**config.mk**
```make
export PLATFORM = sky130hd
export DESIGN_NAME = paged_dma
export DESIGN_NICKNAME = d
export VERILOG_FILES = /design/src/rtl/paged_dma_pkg.sv /design/src/rtl/paged_dma_ctrl.sv /design/src/rtl/paged_dma_path.sv /design/src/rtl/paged_dma.sv
export SDC_FILE = /design/constraint.sdc
export NUM_CORES = 2
export LEC_CHECK = 0
export BUFFER_PORTS_ARGS = -buffer_cell sky130_fd_sc_hd__buf_2
export CORE_MARGIN = 2
export CORE_UTILIZATION = 55
export DETAILED_ROUTE_END_ITERATION = 8
export MAX_ROUTING_LAYER = met4
export PLACE_DENSITY = 0.74
export SETUP_SLACK_MARGIN = 0.2
export SLEW_MARGIN = 20
export SYNTH_ARGS = -nofsm -noshare
export SYNTH_HDL_FRONTEND = slang
export SYNTH_SLANG_ARGS = --single-unit
```
**constraint.sdc**
```tcl
create_clock -name clk -period 2.75 [get_ports clk]
set_clock_uncertainty 0.1 [all_clocks]
set_input_delay 0.4125 -clock clk [delete_from_list [all_inputs] [get_ports clk]]
set_output_delay 0.4125 -clock clk [all_outputs]
set_load 0.02 [all_outputs]
```
**src/rtl/paged_dma_pkg.sv**
```systemverilog
package paged_dma_pkg;

  localparam logic [2:0] REG_CTRL  = 3'd0;
  localparam logic [2:0] REG_STAT  = 3'd1;
  localparam logic [2:0] REG_COUNT = 3'd2;
  localparam logic [2:0] REG_TAG   = 3'd3;
  localparam logic [2:0] REG_OFFS  = 3'd4;
  localparam logic [2:0] REG_MAP   = 3'd5;

  localparam int CTRL_EN   = 0;
  localparam int CTRL_DIR  = 1;
  localparam int CTRL_SRST = 2;

  typedef enum logic [1:0] {
    ST_IDLE = 2'd0,
    ST_MEM  = 2'd1,
    ST_PUT  = 2'd2
  } dmaState_e;

  // strobes from sequencer to datapath
  typedef struct packed {
    logic grabPer;
    logic grabMem;
    logic advance;
  } dmaStrobe_t;

endpackage

```
**src/rtl/paged_dma_ctrl.sv**
```systemverilog
module paged_dma_ctrl
  import paged_dma_pkg::*;
(
  input  logic       clk,
  input  logic       rstN,
  input  logic       perReq,
  input  logic       memAck,
  input  logic       enable,
  input  logic       dirToMem,
  input  logic       countZero,
  input  logic       softRst,
  output logic       perRdStrobe,
  output logic       perWrStrobe,
  output logic       memReq,
  output logic       memWe,
  output dmaStrobe_t strobe
);

  dmaState_e state, stateNext;
  logic xferToMem, xferToMemNext;
  logic go;

  assign go = perReq && enable && !softRst;

  always_comb begin
    stateNext     = state;
    xferToMemNext = xferToMem;
    perRdStrobe   = 1'b0;
    perWrStrobe   = 1'b0;
    memReq        = 1'b0;
    memWe         = 1'b0;
    strobe        = '0;
    case (state)
      ST_IDLE: begin
        if (go) begin
          if (countZero) begin
            // count spent: drain or pad the peripheral
            perRdStrobe = dirToMem;
            perWrStrobe = !dirToMem;
          end else begin
            xferToMemNext = dirToMem;
            stateNext     = ST_MEM;
            if (dirToMem) begin
              perRdStrobe    = 1'b1;
              strobe.grabPer = 1'b1;
            end
          end
        end
      end
      ST_MEM: begin
        memReq = 1'b1;
        memWe  = xferToMem;
        if (memAck) begin
          if (xferToMem) begin
            strobe.advance = 1'b1;
            stateNext      = ST_IDLE;
          end else begin
            strobe.grabMem = 1'b1;
            stateNext      = ST_PUT;
          end
        end
      end
      ST_PUT: begin
        perWrStrobe    = 1'b1;
        strobe.advance = 1'b1;
        stateNext      = ST_IDLE;
      end
      default: stateNext = ST_IDLE;
    endcase
    if (softRst) begin
      stateNext = ST_IDLE;
      strobe    = '0;
    end
  end

  always_ff @(posedge clk) begin
    if (!rstN) begin
      state     <= ST_IDLE;
      xferToMem <= 1'b0;
    end else begin
      state     <= stateNext;
      xferToMem <= xferToMemNext;
    end
  end

  assert_one_action_R13: assert property (@(posedge clk) disable iff (!rstN)
    $onehot0({memReq, perRdStrobe, perWrStrobe}));

  assert_hold_req_R8: assert property (@(posedge clk) disable iff (!rstN)
    memReq && !memAck && !softRst |=> memReq && (memWe == $past(memWe)));

  assert_gate_R4: assert property (@(posedge clk) disable iff (!rstN)
    perRdStrobe |-> perReq && enable);

  assert_soft_stop_R11: assert property (@(posedge clk) disable iff (!rstN)
    softRst |=> !memReq && !perRdStrobe && !perWrStrobe);

endmodule

```
**src/rtl/paged_dma_path.sv**
```systemverilog
module paged_dma_path
  import paged_dma_pkg::*;
#(
  parameter  int TAG_W  = 7,
  parameter  int PAGE_W = 15,
  parameter  int OFF_W  = 12,
  parameter  int CNT_W  = 32,
  parameter  int DATA_W = 32,
  localparam int ADDR_W = PAGE_W + OFF_W,
  localparam int LANES  = DATA_W / 8,
  localparam int LANE_W = $clog2(LANES),
  localparam int DEPTH  = 1 << TAG_W
) (
  input  logic              clk,
  input  logic              rstN,
  input  logic              regWe,
  input  logic [2:0]        regAddr,
  input  logic [31:0]       regWdata,
  output logic [31:0]       regRdata,
  input  dmaStrobe_t        strobe,
  input  logic [7:0]        perRdata,
  input  logic [DATA_W-1:0] memRdata,
  output logic              enable,
  output logic              dirToMem,
  output logic              countZero,
  output logic              softRst,
  output logic [ADDR_W-1:0] memAddr,
  output logic [LANES-1:0]  memBe,
  output logic [DATA_W-1:0] memWdata,
  output logic [7:0]        perWdata
);

  logic              tcZero;
  logic [CNT_W-1:0]  count;
  logic [TAG_W-1:0]  tag;
  logic [OFF_W-1:0]  offs;
  logic [7:0]        dataByte;
  logic [PAGE_W-1:0] mapTab [DEPTH];
  logic [LANE_W-1:0] lane;
  logic wrCtrl, wrCount, wrTag, wrOffs, wrMap, pageEnd;

  assign wrCtrl   = regWe && (regAddr == REG_CTRL);
  assign wrCount  = regWe && (regAddr == REG_COUNT);
  assign wrTag    = regWe && (regAddr == REG_TAG);
  assign wrOffs   = regWe && (regAddr == REG_OFFS);
  assign wrMap    = regWe && (regAddr == REG_MAP);
  assign softRst  = wrCtrl && regWdata[CTRL_SRST];
  assign countZero = (count == '0);
  assign pageEnd  = (offs == '1);
  assign lane     = offs[LANE_W-1:0];

  always_ff @(posedge clk) begin
    if (!rstN) begin
      enable   <= 1'b0;
      dirToMem <= 1'b0;
      tcZero   <= 1'b0;
      count    <= '0;
      tag      <= '0;
      offs     <= '0;
      dataByte <= '0;
    end else begin
      if (softRst) begin
        enable   <= 1'b0;
        dirToMem <= 1'b0;
      end else if (wrCtrl) begin
        enable   <= regWdata[CTRL_EN];
        dirToMem <= regWdata[CTRL_DIR];
      end

      if (softRst || wrCount) tcZero <= 1'b0;
      else if (strobe.advance && count == CNT_W'(1)) tcZero <= 1'b1;

      if (wrCount) count <= regWdata[CNT_W-1:0];
      else if (strobe.advance && !countZero) count <= count - 1'b1;

      if (wrTag) tag <= regWdata[TAG_W-1:0];
      else if (strobe.advance && pageEnd) tag <= tag + 1'b1;

      if (wrOffs) offs <= regWdata[OFF_W-1:0];
      else if (strobe.advance) offs <= offs + 1'b1;

      if (strobe.grabPer) dataByte <= perRdata;
      else if (strobe.grabMem) dataByte <= memRdata[lane*8 +: 8];
    end
  end

  always_ff @(posedge clk) begin
    if (wrMap) mapTab[tag] <= regWdata[PAGE_W-1:0];
  end

  assign memAddr  = {mapTab[tag], offs};
  assign memBe    = LANES'(1) << lane;
  assign memWdata = {LANES{dataByte}};
  assign perWdata = countZero ? 8'h00 : dataByte;

  always_comb begin
    case (regAddr)
      REG_CTRL:  regRdata = 32'({dirToMem, enable});
      REG_STAT:  regRdata = 32'(tcZero);
      REG_COUNT: regRdata = 32'(count);
      REG_TAG:   regRdata = 32'(tag);
      REG_OFFS:  regRdata = 32'(offs);
      REG_MAP:   regRdata = 32'(mapTab[tag]);
      default:   regRdata = '0;
    endcase
  end

  assert_tc_flag_R9: assert property (@(posedge clk) disable iff (!rstN)
    $rose(tcZero) |-> countZero);

  assert_keep_enable_R9: assert property (@(posedge clk) disable iff (!rstN)
    strobe.advance && !regWe |=> enable);

  assert_count_step_R7: assert property (@(posedge clk) disable iff (!rstN)
    strobe.advance && !countZero && !regWe |=> count == $past(count) - 1'b1);

  assert_tag_carry_R7: assert property (@(posedge clk) disable iff (!rstN)
    strobe.advance && pageEnd && !regWe |=> (offs == '0) && (tag == $past(tag) + 1'b1));

endmodule

```
**src/rtl/paged_dma.sv**
```systemverilog
module paged_dma
  import paged_dma_pkg::*;
#(
  parameter  int TAG_W  = 7,
  parameter  int PAGE_W = 15,
  parameter  int OFF_W  = 12,
  parameter  int CNT_W  = 32,
  parameter  int DATA_W = 32,
  localparam int ADDR_W = PAGE_W + OFF_W,
  localparam int LANES  = DATA_W / 8
) (
  input  logic              clk,
  input  logic              rstN,
  input  logic              regWe,
  input  logic [2:0]        regAddr,
  input  logic [31:0]       regWdata,
  output logic [31:0]       regRdata,
  input  logic              perReq,
  output logic              perRdStrobe,
  input  logic [7:0]        perRdata,
  output logic              perWrStrobe,
  output logic [7:0]        perWdata,
  output logic              memReq,
  output logic              memWe,
  output logic [ADDR_W-1:0] memAddr,
  output logic [LANES-1:0]  memBe,
  output logic [DATA_W-1:0] memWdata,
  input  logic [DATA_W-1:0] memRdata,
  input  logic              memAck
);

  dmaStrobe_t strobe;
  logic enable, dirToMem, countZero, softRst;

  paged_dma_ctrl u_ctrl (
    .clk        (clk),
    .rstN       (rstN),
    .perReq     (perReq),
    .memAck     (memAck),
    .enable     (enable),
    .dirToMem   (dirToMem),
    .countZero  (countZero),
    .softRst    (softRst),
    .perRdStrobe(perRdStrobe),
    .perWrStrobe(perWrStrobe),
    .memReq     (memReq),
    .memWe      (memWe),
    .strobe     (strobe)
  );

  paged_dma_path #(
    .TAG_W (TAG_W),
    .PAGE_W(PAGE_W),
    .OFF_W (OFF_W),
    .CNT_W (CNT_W),
    .DATA_W(DATA_W)
  ) u_path (
    .clk      (clk),
    .rstN     (rstN),
    .regWe    (regWe),
    .regAddr  (regAddr),
    .regWdata (regWdata),
    .regRdata (regRdata),
    .strobe   (strobe),
    .perRdata (perRdata),
    .memRdata (memRdata),
    .enable   (enable),
    .dirToMem (dirToMem),
    .countZero(countZero),
    .softRst  (softRst),
    .memAddr  (memAddr),
    .memBe    (memBe),
    .memWdata (memWdata),
    .perWdata (perWdata)
  );

  assert_single_lane_R5: assert property (@(posedge clk) disable iff (!rstN)
    memReq && memWe |-> $onehot(memBe));

  assert_pad_zero_R10: assert property (@(posedge clk) disable iff (!rstN)
    perWrStrobe && countZero |-> perWdata == 8'h00);

  assert_addr_hold_R8: assert property (@(posedge clk) disable iff (!rstN)
    memReq && !memAck && !regWe |=> $stable(memAddr));

endmodule

```
==> flow_metrics.py <==
metrics = {
    "route": {
        "vias": 46846,
        "avgRoutedWirePerCell_um": 33.3,
        "drtPass1Iterations": 8,
        "drc_errors": 0,
        "ant_nets": 0,
        "routed_via_density": 6.65,
        "drt-total-wl_um": 235000,
        "drtIter0Drc": 7274,
    },
    "synth": {
        "avgSynthCellArea_um2": 19.8,
        "async_flop_share_pct": 0,
        "syn-cell-area_um2": 78900,
        "synth_cell_types": 75,
        "synth_edf_count": 1920,
        "ys_warn_count": 0,
        "synth_ff_type": "edfxtp_1",
        "synth_nets": 4075,
        "syn_inst": 3985,
        "synth-seq-cells": 1992,
        "ys_seq_area_share_pct": 74.9,
    },
    "place": {
        "port_buffers": 186,
        "dp_cells": 6498,
        "gp_congestion": 0.992,
        "dpl.hpwl_um": 146000,
    },
    "global_route": {
        "met3_usage_pct": 6.76,
        "grt_max_degree": 93,
        "grt_overflow_total": 0,
        "grt_use_total_pct": 32.8,
        "first_global_vias": 45830,
        "met1_usage_pct": 43.3,
        "top_usage_layer": "met2",
        "antenna_found_initial": 2,
        "grtUsageMet2_pct": 50.2,
        "grt_pass1_wl_um": 331000,
    },
    "worst_setup_path": {
        "cpPeakStageDelay_ns": 0.65,
        "path_cells": "buf_8, buf_8, buf_12, mux2i_2, o221ai_2, a222oi_1, buf_4, nor3_2, a221o_1, or3_4, buf_6",
        "crit_type": "flip-flop to primary output",
        "crit_arrival_ns": 4.00,
        "endpoint_kind": "primary output",
        "path_max_fanout": 4,
        "cp.required_ns": 2.24,
        "start_kind": "flip-flop",
        "cp_common_cell": "buf_8",
        "cp_slowest_cell": "a222oi_1",
    },
    "sta": {
        "worst_slack_ns": -1.77,
        "setup-violations-final": 39,
        "rsz0062_at_grt": "true",
        "finalCriticalPeriod_ns": 4.52,
        "drv_slew": 0,
        "finalHoldViolCount": 0,
        "period_share_pct": 164,
        "worst_slew_pin_slew_ns": 0.890,
        "fin_tns_setup_ns": -52.04,
        "slew_headroom_pct": 40.6,
        "fmax_mhz": 221,
    },
    "clocking": {
        "cts_sinks": 1992,
        "h-tree-depth": 4,
        "insertion_delay_ns": 0.82,
        "cts_tree": "done",
        "clockBufferDepth": 3,
        "cts-buffers-inserted": 191,
        "clkTransAtPathRegs_ns": 0.06,
        "cts-root-buf": "clkbuf_16",
    },
    "die": {
        "pin_count": 187,
        "dieArea_um2": 146000,
        "die_x_um": 383,
        "initial_core_util_pct": 55.6,
        "rows": 138,
        "die_h_um": 383,
        "core_um2": 142000,
    },
    "power_and_ir_drop": {
        "peakVddDrop_v": 0.000626,
        "p_per_area_nw_per_um2": 652,
        "power_mw": 64.4,
        "p_leak_nw": 32.1,
    },
    "layout": {
        "syn_to_final_growth_pct": 25.3,
        "final_nets": 5078,
        "fillers": 8263,
        "drive_gt1_share_pct": 40.6,
        "fin_cells": 7047,
    },
    "worst_hold_path": {
        "hold_path.class": "input port to flip-flop",
    },
    "status": {
        "violations": "negative setup slack",
        "status": "finished, violations left",
    },
    "run": {
        "maxCapViolations": 0,
    },
}
[cell families after synthesis]
logic type               after synthesis  share of synthesized area (%)
AO/OA/AOI/OAI                        518                           4.44
XOR/XNOR                              36                          0.400
adder cells (fa/ha/maj)               10                          0.159
buffers and inverters                265                           1.97
flip-flops                          1992                           74.9
multiplexers                         608                           14.6
AND/OR/NAND/NOR                      556                           3.47
[sequential cells by signal, summed over array words and instances (netlist names), named ones only]
register          count
u_path.tcZero         1
u_ctrl.xferToMem      1
u_path.tag            7
u_path.mapTab      1920
u_path.offs          12
u_path.enable         1
u_path.dirToMem       1
u_path.count         32
u_ctrl.state          2
u_path.dataByte       8
[through the flow]
stage	area (µm²)	hold slack (ns)	util [%]	setup slack, ns
floorplan	79300	0.349	-	-0.0799
global placement	88100	0.386	62.1	-1.20
detailed placement	88100	0.385	62.1	-1.19
CTS	97900	0.0111	69.0	-1.80
global route	98800	0.0356	69.6	-1.81
finish	98800	0.0587	69.6	-1.77
[synthesized netlist by cell type (22+ instances only)]
library cell | number | area share, %
a211oi_1 | 36 | 0.34
a21oi_1 | 98 | 0.62
a22o_1 | 22 | 0.24
a22oi_1 | 83 | 0.79
and2_1 | 32 | 0.25
buf_2 | 48 | 0.30
buf_4 | 58 | 0.55
buf_6 | 23 | 0.33
clkbuf_1 | 100 | 0.48
dfxtp_1 | 72 | 1.8
edfxtp_1 | 1920 | 73
mux2_2 | 46 | 0.66
mux2i_1 | 130 | 1.7
mux4_2 | 431 | 12
nand2_1 | 75 | 0.36
nand3_1 | 51 | 0.32
nor2_1 | 235 | 1.1
nor2b_1 | 22 | 0.17
o21ai_0 | 57 | 0.36
o21ai_1 | 22 | 0.14
o221ai_1 | 28 | 0.31
o22ai_1 | 85 | 0.67
xnor2_1 | 22 | 0.24
[critical path: cells and delay by family, from the launching register on]
family	cells	cell delay, ns
compound gates	3	1.22
mux	1	0.25
flops	1	0.43
simple gates	2	0.49
buf+inv	5	0.79
[final timing paths]
path / from / endpoint / slack (ns) / depth (start not counted)
min reg2reg: u_path.enable$_SDFFE_PP0N_ / u_path.enable$_SDFFE_PP0N_ / 0.41 / 2
min: regWdata[7] / u_path.mapTab[86][7]$_DFFE_PP_ / 0.06 / 1
max: flip-flop / regRdata[13] / -1.77 / 11
max reg2reg: u_path.count[12]$_SDFFE_PN0P_ / u_path.count[31]$_SDFFE_PN0P_ / 0.16 / 9
[layout by cell type (no fill, tap or decap), types with 13 or more instances in the layout]
master | Yosys | final
a211oi_1 | 36 | 23
a21oi_1 | 98 | 71
a21oi_2 | 0 | 19
a22o_1 | 22 | 16
a22oi_1 | 83 | 64
a22oi_2 | 0 | 19
a31oi_1 | 19 | 17
and2_1 | 32 | 30
buf_12 | 1 | 181
buf_2 | 48 | 138
buf_4 | 58 | 557
buf_6 | 23 | 100
buf_8 | 8 | 18
bufinv_16 | 0 | 23
clkbuf_1 | 100 | 40
clkbuf_16 | 0 | 197
clkinv_1 | 4 | 37
clkinv_2 | 0 | 39
dfxtp_1 | 72 | 62
dlygate4sd3_1 | 0 | 48
edfxtp_1 | 1920 | 1920
inv_1 | 15 | 14
mux2_2 | 46 | 40
mux2i_1 | 130 | 121
mux4_2 | 431 | 431
nand2_1 | 75 | 69
nand2b_1 | 21 | 17
nand3_1 | 51 | 46
nand4_1 | 16 | 16
nor2_1 | 235 | 183
nor2_2 | 0 | 47
nor2b_1 | 22 | 16
o21ai_0 | 57 | 54
o21ai_2 | 1 | 16
o221ai_1 | 28 | 16
o22ai_1 | 85 | 51
o22ai_2 | 0 | 21
o22ai_4 | 0 | 13
xnor2_1 | 22 | 22
xor2_1 | 14 | 13
[final cells by class]
type / instances / area (µm²) / share of cell area, %
diodes: 1 / 2.50 / 0.00253
clock buffers: 240 / 5110 / 5.17
flip-flops and latches: 1992 / 59100 / 59.8
clock inverters: 121 / 1300 / 1.32
well taps: 1890 / 2360 / 2.39
inverters: 19 / 71.3 / 0.0722
repair buffers: 1056 / 10800 / 10.9
multi-input cells: 1728 / 20100 / 20.3
[report_power, final]
group          internal [mW]  switching (mW)
registers               33.3          0.0635
clock network           15.4            11.5
logic                   1.73            2.47
total                   50.4            14.0
[routing by layer]
| layer | vias up | wire length, µm |
|---|---|---|
| li1 | 18594 | - |
| met1 | 23997 | 83200 |
| met2 | 3631 | 112000 |
| met3 | 624 | 27700 |
| met4 | 0 | 11400 |
| met5 | - | 0 |
[what timing repair did]
item                                    in CTS  in global routing
gates resized for setup                    376                125
endpoints found under the setup margin      71                132
pin swaps                                   83                 66
endpoints found under the hold margin      152                  0
gates cloned                                 7                  1
hold buffers                                48                  0
setup buffers                               91                 40
Note: power is estimated with default switching activity, not from simulation.
